**config.mk**
```make
export PLATFORM = sky130hd
export DESIGN_NAME = sysctl_regfile
export DESIGN_NICKNAME = d
export VERILOG_FILES = /design/src/rtl/sysctl_pkg.sv /design/src/rtl/sysctl_wr_path.sv /design/src/rtl/sysctl_rd_path.sv /design/src/rtl/sysctl_regfile.sv
export SDC_FILE = /design/constraint.sdc
export NUM_CORES = 1
export LEC_CHECK = 0
export BUFFER_PORTS_ARGS = -buffer_cell sky130_fd_sc_hd__buf_2
export CAP_MARGIN = 40
export CORE_ASPECT_RATIO = 1.25
export CORE_MARGIN = 1.5
export CORE_UTILIZATION = 39
export CTS_BUF_LIST = sky130_fd_sc_hd__clkbuf_4 sky130_fd_sc_hd__clkbuf_8
export CTS_CLUSTER_DIAMETER = 100
export DETAILED_ROUTE_END_ITERATION = 7
export SETUP_SLACK_MARGIN = 0.15
export SYNTH_ARGS = -nofsm -noshare
export SYNTH_HDL_FRONTEND = slang
export SYNTH_SLANG_ARGS = --single-unit
export TNS_END_PERCENT = 100
```
**constraint.sdc**
```tcl
create_clock -name clk -period 4.77 [get_ports clk]
set_input_delay 0.954 -clock clk [delete_from_list [all_inputs] [get_ports clk]]
set_output_delay 0.954 -clock clk [all_outputs]
set_load 0.05 [all_outputs]
```
**src/rtl/sysctl_pkg.sv**
```systemverilog
package sysctl_pkg;
  localparam int IDX_W = 5;
  localparam int DW    = 32;

  // register index map
  localparam logic [IDX_W-1:0] IX_CTRL  = 5'd0;
  localparam logic [IDX_W-1:0] IX_ACC   = 5'd1;
  localparam logic [IDX_W-1:0] IX_FST   = 5'd2;
  localparam logic [IDX_W-1:0] IX_FEX   = 5'd3;
  localparam logic [IDX_W-1:0] IX_PST   = 5'd4;
  localparam logic [IDX_W-1:0] IX_MBX   = 5'd5;
  localparam logic [IDX_W-1:0] IX_TLBT  = 5'd6;
  localparam logic [IDX_W-1:0] IX_MAIN  = 5'd7;
  localparam logic [IDX_W-1:0] IX_FEAT0 = 5'd8;
  localparam logic [IDX_W-1:0] IX_FEAT1 = 5'd9;
  localparam logic [IDX_W-1:0] IX_MPID  = 5'd10;
  localparam logic [IDX_W-1:0] IX_CTYPE = 5'd11;
  localparam logic [IDX_W-1:0] IX_CLVL  = 5'd12;
  localparam logic [IDX_W-1:0] IX_L2CTL = 5'd13;
  localparam logic [IDX_W-1:0] IX_PMCTL = 5'd14;
  localparam logic [IDX_W-1:0] IX_PMCNT = 5'd15;
  localparam logic [IDX_W-1:0] IX_PMSEL = 5'd16;
  localparam logic [IDX_W-1:0] IX_SAT   = 5'd17;
  localparam logic [IDX_W-1:0] IX_FQC   = 5'd18;
  localparam logic [IDX_W-1:0] IX_FEXC  = 5'd19;

  // write masks
  localparam logic [DW-1:0] ACC_M  = 32'h80F0_0000;
  localparam logic [DW-1:0] FST_M  = 32'hFFF7_009F;
  localparam logic [DW-1:0] FEX_M  = 32'h6000_0000;
  localparam logic [DW-1:0] NMFI_M = 32'h0800_0000;
  localparam logic [DW-1:0] SAT_M  = 32'h0800_0000;
  localparam logic [DW-1:0] QC_M   = 32'h0800_0000;
  localparam logic [DW-1:0] EXC_M  = 32'h0000_009F;
  localparam logic [4:0]    MODE_USER = 5'h10;

  // reset / constant values
  localparam logic [DW-1:0] CTRL_BASE = 32'h00C5_0058;
  localparam logic [DW-1:0] FEAT0_VAL = 32'h1111_0222;
  localparam logic [DW-1:0] FEAT1_VAL = 32'h0111_1111;
  localparam logic [DW-1:0] CLVL_VAL  = 32'h0020_0000;
  localparam logic [DW-1:0] PM_GO     = 32'h0000_0007;

  typedef struct packed {
    logic [DW-1:0] ctrl;
    logic [DW-1:0] acc;
    logic [DW-1:0] fst;
    logic [DW-1:0] fex;
    logic [DW-1:0] pst;
    logic [DW-1:0] mbx;
  } regs_t;
endpackage

```
**src/rtl/sysctl_wr_path.sv**
```systemverilog
module sysctl_wr_path
  import sysctl_pkg::*;
(
  input  logic             wr_en,
  input  logic             wr_bad,
  input  logic [IDX_W-1:0] wr_idx,
  input  logic [DW-1:0]    wr_data,
  input  regs_t            cur,
  output regs_t            nxt,
  output logic             inval_d,
  output logic             stat_d
);
  always_comb begin
    nxt     = cur;
    inval_d = 1'b0;
    stat_d  = 1'b0;
    if (wr_en && !wr_bad) begin
      case (wr_idx)
        IX_CTRL: begin
          nxt.ctrl = (wr_data & ~NMFI_M) | (cur.ctrl & NMFI_M);
          inval_d  = 1'b1;
        end
        IX_ACC:  nxt.acc = wr_data & ACC_M;
        IX_FST:  nxt.fst = (wr_data & FST_M) | (cur.fst & ~FST_M);
        IX_FEX:  nxt.fex = (wr_data & FEX_M) | (cur.fex & ~FEX_M);
        IX_PST: begin
          nxt.pst = wr_data;
          inval_d = (wr_data[4:0] != cur.pst[4:0]);
        end
        IX_MBX:  nxt.mbx = wr_data;
        IX_SAT:  nxt.pst = cur.pst | (wr_data & SAT_M);
        IX_FQC:  nxt.fst = cur.fst | (wr_data & QC_M);
        IX_FEXC: nxt.fst = cur.fst | (wr_data & EXC_M);
        IX_PMCTL: stat_d = (wr_data == PM_GO);
        default: ;
      endcase
    end
  end
endmodule

```
**src/rtl/sysctl_rd_path.sv**
```systemverilog
module sysctl_rd_path
  import sysctl_pkg::*;
#(
  parameter int          CORE_ID    = 2,
  parameter int          NUM_CORES  = 4,
  parameter bit          MULTI_PROC = 1'b1,
  parameter int          LINE_BYTES = 64,
  parameter logic [31:0] MAIN_ID    = 32'h410F_C0F1
) (
  input  logic [IDX_W-1:0] rd_idx,
  input  regs_t            cur,
  output logic [DW-1:0]    rd_val
);
  localparam int LW = $clog2(LINE_BYTES / 4);
  localparam logic [DW-1:0] LWV = DW'(LW);
  localparam logic [DW-1:0] CTYPE_VAL = 32'h8000_C000 | (LWV << 24) |
                                        (LWV << 20) | (LWV << 16) | LWV;
  localparam logic [DW-1:0] L2_VAL = DW'((NUM_CORES - 1) & 3) << 24;

  logic [DW-1:0] mpid_val;

  generate
    if (MULTI_PROC) begin : g_mp
      assign mpid_val = 32'h8000_0000 | DW'(CORE_ID);
    end else begin : g_up
      assign mpid_val = 32'hC000_0000 | DW'(CORE_ID);
    end
  endgenerate

  always_comb begin
    rd_val = '0;
    case (rd_idx)
      IX_CTRL:  rd_val = cur.ctrl;
      IX_ACC:   rd_val = cur.acc;
      IX_FST:   rd_val = cur.fst;
      IX_FEX:   rd_val = cur.fex;
      IX_PST:   rd_val = cur.pst;
      IX_MBX:   rd_val = cur.mbx;
      IX_TLBT:  rd_val = 32'h1;
      IX_MAIN:  rd_val = MAIN_ID;
      IX_FEAT0: rd_val = FEAT0_VAL;
      IX_FEAT1: rd_val = FEAT1_VAL;
      IX_MPID:  rd_val = mpid_val;
      IX_CTYPE: rd_val = CTYPE_VAL;
      IX_CLVL:  rd_val = CLVL_VAL;
      IX_L2CTL: rd_val = L2_VAL;
      IX_FQC:   rd_val = cur.fst & ~QC_M;
      IX_FEXC:  rd_val = cur.fst & ~EXC_M;
      default:  rd_val = '0;
    endcase
  end
endmodule

```
**src/rtl/sysctl_regfile.sv**
```systemverilog
module sysctl_regfile
  import sysctl_pkg::*;
#(
  parameter int          CORE_ID     = 2,
  parameter int          NUM_CORES   = 4,
  parameter bit          MULTI_PROC  = 1'b1,
  parameter int          LINE_BYTES  = 64,
  parameter logic [31:0] MAIN_ID     = 32'h410F_C0F1,
  parameter bit          NMFI_RST    = 1'b1,
  parameter int          UNIMP_START = 20
) (
  input  logic             clk,
  input  logic             rst_n,
  input  logic             wr_en,
  input  logic [IDX_W-1:0] wr_idx,
  input  logic [DW-1:0]    wr_data,
  input  logic             rd_en,
  input  logic [IDX_W-1:0] rd_idx,
  output logic [DW-1:0]    rd_data,
  output logic             err,
  output logic             xlat_inval,
  output logic             stat_reset
);
  localparam logic [DW-1:0] CTRL_RST = CTRL_BASE | (NMFI_RST ? NMFI_M : '0);
  localparam regs_t REGS_RST = '{ctrl: CTRL_RST, acc: '0, fst: '0, fex: '0,
                                 pst: {27'd0, MODE_USER}, mbx: 32'h1};

  // reset synchronizer: asynchronous assert, synchronous release
  logic [1:0] rs_q;
  logic       rst_sn;
  always_ff @(posedge clk or negedge rst_n) begin
    if (!rst_n) rs_q <= 2'b00;
    else        rs_q <= {rs_q[0], 1'b1};
  end
  assign rst_sn = rs_q[1];

  logic wr_bad, rd_bad;
  assign wr_bad = (32'(wr_idx) >= 32'(UNIMP_START));
  assign rd_bad = (32'(rd_idx) >= 32'(UNIMP_START));

  regs_t         r_q, r_d;
  logic          inval_d, stat_d, err_d;
  logic [DW-1:0] rd_val, rd_d;

  sysctl_wr_path u_wr (
    .wr_en   (wr_en),
    .wr_bad  (wr_bad),
    .wr_idx  (wr_idx),
    .wr_data (wr_data),
    .cur     (r_q),
    .nxt     (r_d),
    .inval_d (inval_d),
    .stat_d  (stat_d)
  );

  sysctl_rd_path #(
    .CORE_ID    (CORE_ID),
    .NUM_CORES  (NUM_CORES),
    .MULTI_PROC (MULTI_PROC),
    .LINE_BYTES (LINE_BYTES),
    .MAIN_ID    (MAIN_ID)
  ) u_rd (
    .rd_idx (rd_idx),
    .cur    (r_q),
    .rd_val (rd_val)
  );

  always_comb begin
    rd_d  = rd_bad ? '0 : rd_val;
    err_d = (wr_en && wr_bad) || (rd_en && rd_bad);
  end

  always_ff @(posedge clk or negedge rst_sn) begin
    if (!rst_sn) begin
      r_q        <= REGS_RST;
      rd_data    <= '0;
      err        <= 1'b0;
      xlat_inval <= 1'b0;
      stat_reset <= 1'b0;
    end else begin
      if (wr_en) r_q <= r_d;
      if (rd_en) rd_data <= rd_d;
      err        <= err_d;
      xlat_inval <= inval_d;
      stat_reset <= stat_d;
    end
  end

  AST_ACC_RSVD_ZERO: assert property (@(posedge clk) disable iff (!rst_sn)
    (r_q.acc & ~ACC_M) == '0);
  AST_FEX_KEEP: assert property (@(posedge clk) disable iff (!rst_sn)
    (r_q.fex & ~FEX_M) == ($past(r_q.fex) & ~FEX_M));
  AST_NMFI_HOLD: assert property (@(posedge clk) disable iff (!rst_sn)
    $stable(r_q.ctrl[27]));
  AST_INVAL_CAUSE: assert property (@(posedge clk) disable iff (!rst_sn)
    xlat_inval |-> $past(wr_en && (wr_idx == IX_CTRL || wr_idx == IX_PST)));
  AST_STAT_CAUSE: assert property (@(posedge clk) disable iff (!rst_sn)
    stat_reset |-> $past(wr_en && wr_idx == IX_PMCTL && wr_data == PM_GO));
  AST_ERR_CAUSE: assert property (@(posedge clk) disable iff (!rst_sn)
    err |-> $past((wr_en && wr_bad) || (rd_en && rd_bad)));
  AST_BAD_NOWRITE: assert property (@(posedge clk) disable iff (!rst_sn)
    $past(wr_en && wr_bad) |-> (r_q == $past(r_q)));
  AST_RD_HOLD: assert property (@(posedge clk) disable iff (!rst_sn)
    $past(!rd_en) |-> $stable(rd_data));
endmodule

```
==> metrics.txt <==
clock-pin transition on the worst setup and hold timing paths=0.08 ns; Least-Margin Pin Slew=0.924 ns; Post-Syn Nets=721; VDD IR-drop max=0.000195 V; non-filler cells, final=1014; RR Startpoint=r_q[37]; CTS tree=done; Post-Place Cells=982; WS Path Type=in -> reg; Seq cells post-synth=171; TritonCTS Sinks=171; Worst Skew=0.00924 ns; Area growth syn-to-layout=13.9%; number of top-level pins=81; setup ws final=1.94 ns; largest net degree at the start of global routing=170; Vias=5971; WHS=0.253 ns; GR Overflow Total=0; Hold Buf Count CTS=0; mux contribution to synthesized area=16.0%; I/O Buffers=80; Worst setup startpoint=rd_idx[0]; endpoint class of the critical path=register; clk buf depth=2; Initial Utilization=39.7%; worst path required time=5.11 ns; sequential share of the synthesized area=53.7%; Ant. Diodes=0; Min-Delay Path Class=in -> async; total power draw=3.53 mW; pre-CTS WS=1.51 ns; Synth Instances=675; Tmin final=2.83 ns; Setup TNS=0 ns; status=finished, final reports clean; combinational family with the most area after synthesis=multiplexers; vias in the first global route=6146; initial antenna violation count=0; Die Y-Extent=163 um; Fmax achieved=0.354 GHz; worst r2r dst=rd_data[5]; Final Hold Fails=0; final wirelength=23.4 mm; die area=0.0213 mm2; via density per instance=5.89; RSZ-0062 raised after global routing=false; Ys Warns=0; Final setup viols=0; DR DRC count=0; DRT antenna net count=0; first-pass GRT wire length=36.8 mm; share of cells above drive strength 1=33.5%; cell row count=58; die width=131 um; Netlist cell types=67; Post-Synth Adder-Cell Area=0%; cts bufs inserted=17; ys async rst share=100%; Synth Area in XOR/XNOR=0.768%; Worst R2R Path Depth=4; pwr/cell area=388 mW/mm2; worst setup path end=rd_data[18]; clock root cell=clkbuf_8; H-Tree Depth=4; Mapped Avg Cell Area=11.8 um2; simple-gate portion of the synthesized area=12.2%; Slew Limit Headroom=38.4%; Critical Path AT=3.17 ns; DRT Pass-1 Iters=7; CTS resizes=0; Nets=777; Final Cycle Share=59.3%; core area=0.0201 mm2; Post-CTS Setup Bufs=0; CP Max Fanout=42; crit path launch type=input pin; total track usage=23.2%; detailed placer's ending HPWL=15.5 mm; top_reg_cell synth=dfrtp_1; EDFF count, synth=0; Starting DRT DRC Count=552; Final Slew Violations=0; worst skew pair latency=0.47 ns; Pleak=4.18 nW; # Max-Cap Violations=0; GP Congestion=0.882; post-synthesis compound-gate area fraction=13.1%; Worst R2R Setup Slack=3.34 ns; fill cell count=1883; drt wl/cell=23.0 um; Post-Syn Area=0.00799 mm2
==> power breakdown <==
group          total, mW  internal (mW)  switching, mW  leakage [nW]
combinational      0.497          0.222          0.275          1.72
clock               1.23          0.700          0.534         0.244
sequential          1.80           1.67          0.132          2.22
==> cells in the mapped netlist, drive strengths merged (2+ instances only) <==
| library cell | count | area share (%) |
|---|---|---|
| a2111oi | 3 | 0.33 |
| a211oi | 3 | 0.28 |
| a21oi | 21 | 1.4 |
| a221oi | 13 | 1.4 |
| a22oi | 7 | 0.66 |
| a2bb2oi | 2 | 0.22 |
| a31oi | 5 | 0.39 |
| a32o | 5 | 0.63 |
| a32oi | 2 | 0.22 |
| and3 | 31 | 2.4 |
| buf | 25 | 1.7 |
| clkbuf | 31 | 1.5 |
| dfrtp | 162 | 51 |
| dfstp | 9 | 3.0 |
| inv | 21 | 0.99 |
| mux2 | 106 | 15 |
| mux2i | 8 | 1.0 |
| nand2 | 42 | 2.0 |
| nand2b | 10 | 0.78 |
| nand3 | 6 | 0.38 |
| nand3b | 9 | 0.85 |
| nand4 | 4 | 0.31 |
| nand4b | 2 | 0.22 |
| nor2 | 16 | 0.88 |
| nor2b | 8 | 0.63 |
| nor3 | 2 | 0.19 |
| nor4 | 14 | 1.2 |
| nor4b | 3 | 0.49 |
| o211ai | 3 | 0.28 |
| o21ai | 23 | 1.4 |
| o221ai | 17 | 1.9 |
| o22ai | 4 | 0.31 |
| o2bb2ai | 20 | 2.2 |
| o32ai | 5 | 0.55 |
| or4 | 2 | 0.19 |
| or4b | 2 | 0.25 |
| or4bb | 5 | 0.71 |
| xnor2 | 3 | 0.33 |
| xor2 | 4 | 0.44 |
==> area by class of cell <==
cell class	count	area [um2]	area share [%]
Sequential cell	171	4290	47.2
Multi-Input combinational cell	427	3370	37.0
Timing Repair Buffer	93	531	5.83
Tap cell	270	338	3.72
Clock buffer	20	263	2.89
Clock inverter	12	220	2.42
Inverter	21	78.8	0.867
==> stage by stage <==
step / utilization, % / instance area (um2)
after floorplan: - / 7990
after global placement: 42.6 / 8570
after detailed placement: 42.8 / 8610
after CTS: 45.2 / 9090
after global routing: 45.2 / 9090
final: 45.2 / 9090
==> cells by family after synthesis <==
logic type	after synthesis
buffers and inverters	77
other	1
flip-flops	171
AND/OR/NAND/NOR	164
multiplexers	114
AO/OA/AOI/OAI	141
XOR/XNOR	7
==> registers in the layout, summed over array words and instances, names as in the netlist <==
signal	count
err	1
rs_q	2
stat_reset	1
rd_data	32
xlat_inval	1
r_q	134
==> placed cells by master, fill, tap and decap left out, types with 8 or more instances in the layout <==
| master | instances |
|---|---|
| clkbuf_8 | 18 |
| buf_2 | 80 |
| nor2_1 | 14 |
| nor4_1 | 13 |
| and3_1 | 31 |
| nor2b_1 | 8 |
| mux2i_1 | 8 |
| buf_4 | 11 |
| o21ai_0 | 22 |
| dfstp_2 | 9 |
| a221oi_1 | 13 |
| mux2_2 | 102 |
| inv_1 | 21 |
| nand3b_1 | 9 |
| nand2_1 | 42 |
| nand2b_1 | 10 |
| o221ai_1 | 17 |
| a21oi_1 | 19 |
| dfrtp_1 | 161 |
| o2bb2ai_1 | 20 |
==> per-layer routing <==
| layer | vias up | GRT usage [%] | wire length (um) |
|---|---|---|---|
| met5 | - | 0 | 0 |
| met4 | 0 | 9.34 | 652 |
| met3 | 45 | 3.65 | 1280 |
| met2 | 218 | 38.8 | 11900 |
| met1 | 3081 | 29.8 | 9560 |
| li1 | 2627 | - | - |
==> worst max-delay path: stages <==
cell,delay [ns]
buf_2,0.66
nand2b_1,0.60
and3_1,0.35
a2111oi_0,0.47
o2bb2ai_1,0.10
==> how the worst min path moves through the flow <==
| stage | from | endpoint | slack (ns) |
|---|---|---|---|
| 2_1_floorplan | rs_q[0] | rs_q[1] | 0.33 |
| 3_3_place_gp | rs_q[0] | rs_q[1] | 0.34 |
| 3_5_place_dp | rs_q[0] | rs_q[1] | 0.34 |
| 4_1_cts | rst_n | rs_q[1] | 0.23 |
| 5_1_grt | rst_n | rs_q[1] | 0.23 |
| 6_report | rst_n | rs_q[1] | 0.25 |
Note: power is estimated with default switching activity, not from simulation.
